`src/rtl/gcd_sub_engine.sv`:
```
module gcd_sub_engine #(
  parameter int W = 16
) (
  input  logic         clk,
  input  logic         rst_n,
  input  logic         start,
  input  logic [W-1:0] opnd_a,
  input  logic [W-1:0] opnd_b,
  output logic [W-1:0] gcd_out,
  output logic         done
);

  typedef enum logic {S_IDLE, S_RUN} st_t;
  st_t st, st_nx;

  logic [W-1:0] ra, rb;
  logic         a_sel, b_sel, a_ld, b_ld, r_ld;
  logic         neq, lt, a_zero, b_zero, fin;

  // datapath status
  assign neq    = ra != rb;
  assign lt     = ra < rb;
  assign a_zero = ra == '0;
  assign b_zero = rb == '0;
  assign fin    = a_zero | b_zero | !neq;

  // controller
  always_comb begin
    st_nx = st;
    a_sel = 1'b0;
    b_sel = 1'b0;
    a_ld  = 1'b0;
    b_ld  = 1'b0;
    r_ld  = 1'b0;
    case (st)
      S_IDLE: if (start) begin
        a_ld  = 1'b1;
        b_ld  = 1'b1;
        st_nx = S_RUN;
      end
      S_RUN: begin
        if (fin) begin
          r_ld  = 1'b1;
          st_nx = S_IDLE;
        end else if (lt) begin
          b_sel = 1'b1;
          b_ld  = 1'b1;
        end else begin
          a_sel = 1'b1;
          a_ld  = 1'b1;
        end
      end
      default: st_nx = S_IDLE;
    endcase
  end

  // registers
  always_ff @(posedge clk or negedge rst_n) begin
    if (!rst_n) begin
      st      <= S_IDLE;
      ra      <= '0;
      rb      <= '0;
      gcd_out <= '0;
      done    <= 1'b0;
    end else begin
      st   <= st_nx;
      done <= r_ld;
      if (a_ld) ra <= a_sel ? ra - rb : opnd_a;
      if (b_ld) rb <= b_sel ? rb - ra : opnd_b;
      if (r_ld) gcd_out <= a_zero ? rb : ra;
    end
  end

  AST_DONE_PULSE: assert property (@(posedge clk) disable iff (!rst_n)
    done |=> !done);
  AST_RESULT_HOLD: assert property (@(posedge clk) disable iff (!rst_n)
    !done |-> $stable(gcd_out));
  AST_NO_GROWTH: assert property (@(posedge clk) disable iff (!rst_n)
    (st == S_RUN && !fin) |=> (ra <= $past(ra) && rb <= $past(rb)));
  AST_NEVER_ZERO: assert property (@(posedge clk) disable iff (!rst_n)
    (st == S_RUN && !a_zero && !b_zero) |=> (!a_zero && !b_zero));
  AST_BUSY_KEEPS: assert property (@(posedge clk) disable iff (!rst_n)
    (st == S_RUN && !fin) |=> st == S_RUN);

endmodule

```
`config.mk`:
```
export PLATFORM = sky130hd
export DESIGN_NAME = gcd_sub_engine
export DESIGN_NICKNAME = d
export VERILOG_FILES = /design/src/rtl/gcd_sub_engine.sv
export SDC_FILE = /design/constraint.sdc
export NUM_CORES = 1
export LEC_CHECK = 0
export ABC_AREA = 1
export ABC_CLOCK_PERIOD_IN_PS = 4350
export BUFFER_PORTS_ARGS = -buffer_cell sky130_fd_sc_hd__buf_2
export CAP_MARGIN = 30
export CORE_MARGIN = 10
export CORE_UTILIZATION = 51
export DETAILED_ROUTE_END_ITERATION = 6
export HOLD_SLACK_MARGIN = 0.1
export MAX_ROUTING_LAYER = met4
export PLACE_DENSITY = 0.78
export SETUP_SLACK_MARGIN = 0.2
export SKIP_CTS_REPAIR_TIMING = 1
export SLEW_MARGIN = 20
export SYNTH_ARGS = -nofsm -noshare
export SYNTH_HDL_FRONTEND = slang
export SYNTH_SLANG_ARGS = --single-unit
```
`constraint.sdc`:
```
create_clock -name clk -period 4.35 [get_ports clk]
set_input_delay 0.435 -clock clk [delete_from_list [all_inputs] [get_ports clk]]
set_output_delay 0.435 -clock clk [all_outputs]
set_load 0.01 [all_outputs]
```
After elaboration in Yosys (flattened, before gate mapping)
Index checks and enable logic that the tools add are counted.
Word-level totals
  flip-flop bits (word level): 50
  latch bits: 0
  bits in writable memories: 0
  memory bits (read-only): 0
  input bits: 35
  output and inout port bits: 17
  logic and storage cells: 31
  memories: 0
Operators by class
  add/sub/neg operators: 2
  multipliers: 0
  div/mod/pow operators: 0
  $lt $le $gt $ge: 1
  eq/ne operators: 1
  shift operators: 0
  muxes and demuxes: 16
  bitwise operators: 3
  reduce and logical (&&, ||, !) cells: 3
Operator list (number)
  16-bit two-way mux: 3
  16-bit logical NOT: 2
  16-bit subtractor: 2
  16-bit less-than comparator: 1
  16-bit != test: 1
  1-bit two-way mux: 10
  1-bit case mux with 2 select lines: 3
  1-bit OR: 2
  1-bit logical NOT: 1
  1-bit inverter: 1

Depth between registers and ports, before layout
  depth in word-level cells: 6
  gate-level depth with buffers: 16
  gate-level depth less buffers: 15

Worst setup path before layout
No wires, ideal clock.
  kind: reg2reg
  start point: register ra[0]
  end point: register ra[5]
  library setup time: 117 ps
  arrival time: 1969 ps
  data required time: 4233 ps
  slack: 2264 ps
  cell stages (with the launch flop): 15
  buffers on the path: 1
  clock period less this slack: 2086 ps
  cells stage by stage: dfrtp_1 inv_1 ha_1 fa_1 inv_1 nand3_1 nand2_2 nand2_1 nand2_2 a21oi_4 nor2_4 buf_4 nand2_1 nand2_1 nand2_1
On the way
  word-level cells in the longest chain between the ends: 6
  elaborated cells between the ends (all ways): 12
  those cells by class: add/sub: 1; order compare: 1; eq/ne: 1; mux: 5; bitwise: 2; reduce/logical: 2
RTL lines
  from (decl): line 16  | logic [W-1:0] ra, rb;
  from (signal assigned): line 68  | if (a_ld) ra <= a_sel ? ra - rb : opnd_a;
  branches (longest 6 deep; another with 16-bit less-than comparator)
Several ways; the timed one is not identified.
A chain may end at the register's enable or synchronous reset.

Worst setup path after layout
  start point: register ra[0]
  end point: register ra[12]
Same word-level chain as after synthesis.

==> key figures <==
Clock tree
  • CTS tree: yes
  • Root Buffer: clkbuf_8
  • Sink Count: 50
  • Clk Latency, worst-skew pair: approximately 0.32 ns
  • Cts bufs inserted: 5
  • Reg clk slew, reported paths: 0.09 ns
  • Clock Tree Buf Depth: 2
  • H-tree levels: 2

Drt
  • Drt initial violations: around 370
  • Post-route ant nets: 0
  • Drt total wl: about 13000 µm
  • Vias/cell: 4.92
  • Post-route DRC: 0
  • Drt pass-1 iters: 5
  • WL per Instance: about 14 µm
  • Vias: 4711

Timing
  • Min cycle time layout: between 2 and 2.5 ns
  • TNS Setup: 0 ns
  • Fin. max-slew vios: 0
  • Slew HR: 56.5%
  • Final worst slack: around 1.9 ns
  • Clk_skew: 0.0138 ns
  • Worst-Margin Slew: roughly 0.65 ns
  • Final worst-path cycle share: 56.8%
  • RSZ-0062 raised after global routing: false
  • Fin. Hold Viols: 0
  • Final Setup Violations: 0
  • Max Fclk: 405 MHz

Synthesis
  • Yosys cell types: 32
  • Post-Syn Instances: 785
  • Seq/Total Area, Yosys: between 20% and 30%
  • Synth warnings: 0
  • Synthesized flop and latch total: 50
  • Syn Area/Cell: slightly above 6 µm²
  • Post-synthesis cell area: 4830 µm²
  • Syn_nets: ~850

Floorplan
  • Die area: around 14000 µm²
  • Site Rows: 35
  • Die Wd: approximately 120 µm
  • Chip Height: 117 µm
  • Core area: between 9000 and 10000 µm²
  • Initial Util: around 52%
  • Num ports: 52

Run status
  • Status: completed

Worst setup path
  • R2r startpoint: ra[0]
  • Crit path cell chain: inv_1, ha_1, fa_1, inv_1, nand3_1, nand2_2, nand2_1, nand2_2, a21oi_4, nor2_4, nand2_1, nand2_1, nand2_1
  • Crit. End Element: register
  • Crit path top cell by count: nand2_1
  • CP endpoint: ra[12]
  • Crit path max fanout: 14
  • Startpoint Class: register
  • CP max stage cell: dfrtp_1
  • Required time worst endpoint: roughly 4.6 ns
  • Worst path max stage delay: 0.43 ns
  • CP Launch Point: ra[0]
  • Critical setup path kind: reg -> reg
  • Reg-to-Reg End: ra[12]
  • Reg2reg path depth: 13
  • CP Data Arrival Time: roughly 2.7 ns
  • Reg2Reg Setup Slack: approximately 1.9 ns

Finish
  • ANT cells: 0
  • Final core utilization: between 50% and 60%
  • Final nets: 896
  • Area Growth Syn to Fin: 8.73%
  • Layout cells sized above 1: around 14%

Job
  • MaxCap Viol Count: 0

Placed design
  • Pre-CTS setup slack: between 1.5 and 2 ns
  • RePlAce Congestion: ~1
  • Post-DP HPWL: approximately 10000 µm
  • IO Port Bufs: 51

Global route
  • Largest net degree at the start of global routing: a little over 50
  • GR Util All Layers: approximately a fifth
  • Number of global-route vias before repair: around 4500
  • First-pass GRT wire length: ~22000 µm
  • Congestion Overflow GR: 0
  • Initial antenna violation count: 0

Min path
  • Worst hold path type: in -> async
==> cell usage in the layout (no fill, tap or decap), drive strengths merged <==
cell type / instances
nor2: 56
buf: 53
clkinvlp: 1
nand4: 10
clkbuf: 7
dfrtp: 50
o21bai: 1
a21oi: 15
o21ai: 16
inv: 128
nor3: 1
ha: 31
xor2: 13
bufinv: 1
fa: 2
clkinv: 2
nand2: 377
nand3: 63
and2: 2
==> cell families (layout without fill, tap and decap cells) <==
group / Yosys count / in the layout / share of synthesized area (%)
buffers and inverters: 148 / 192 / 13.1
AO/OA/AOI/OAI: 32 / 32 / 3.68
AND/OR/NAND/NOR: 509 / 509 / 46.1
XOR/XNOR: 13 / 13 / 2.36
adder cells (fa/ha/maj): 33 / 33 / 8.86
flip-flops: 50 / 50 / 25.9
==> how the worst min path moves through the flow <==
| stage | slack (ns) | cells past startpoint | to | startpoint |
|---|---|---|---|---|
| after global placement | 0.46 | 2 | gcd_out[10] | gcd_out[10] |
| after detailed placement | 0.46 | 2 | gcd_out[7] | gcd_out[7] |
| after global routing | 0.28 | 2 | rb[11] | rst_n |
| final | 0.21 | 2 | rb[11] | rst_n |
| after CTS | 0.24 | 2 | rb[7] | rst_n |
| after floorplan | 0.14 | 0 | done | rst_n |
==> metrics by stage <==
| step | area (µm²) | instances | hold WS, ns |
|---|---|---|---|
| finish | 5250 | 958 | 0.212 |
| global route | 5250 | 958 | 0.276 |
| CTS | 5230 | 957 | 0.245 |
| detailed placement | 5120 | 949 | 0.460 |
| global placement | 5120 | 949 | 0.458 |
| floorplan | 4830 | 785 | 0.139 |
==> Yosys cell counts, drive strengths merged <==
library cell  instances  area share (%)
xor2                 13             2.4
a21oi                15             1.9
nand3                63             6.8
buf                  11             2.5
o21bai                1            0.16
nand4                10             1.4
o21ai                16             1.7
clkbuf                7            0.54
nor3                  1            0.10
dfrtp                50              26
nor2                 56             5.4
and2                  2            0.26
inv                 129              10
nand2               377              32
clkinv                1           0.078
fa                    2            0.83
ha                   31             8.0
==> worst max-delay path, delay by kind of cell, from the launching register on <==
family	cells	cell delay [ns]
adders and majority gates	2	0.64
and+or+nand+nor	8	0.97
buffers and inverters	2	0.21
AOI/OAI and AO/OA	1	0.11
DFF	1	0.43
==> layout make-up <==
cell class                 count  area [µm²]
tap                          129         161
multi-input combinational    587        2950
inverter                     130         488
fill                         949        3990
timing repair buffer          54         295
sequential                    50        1250
clock inverter                 2        37.5
clock buffer                   6        72.6
==> layer usage <==
metal | share of wire, % | GRT usage, % | vias to the layer above | routed length, µm
met5 | 0 | - | - | 0
met4 | 4.1 | 7.75 | 0 | 528
met3 | 5.1 | 2.78 | 37 | 669
met2 | 45 | 30.8 | 135 | 5880
met1 | 46 | 24.4 | 2101 | 5950
li1 | - | - | 2438 | -
==> flip-flops by register name, indices dropped and copies added, names as in the netlist <==
| name | cells |
|---|---|
| ra | 16 |
| done | 1 |
| rb | 16 |
| st | 1 |
| gcd_out | 16 |
Power is left out: the tool's default activity adds up to more than one toggle a clock period on the data nets, which glitch-free logic cannot reach.
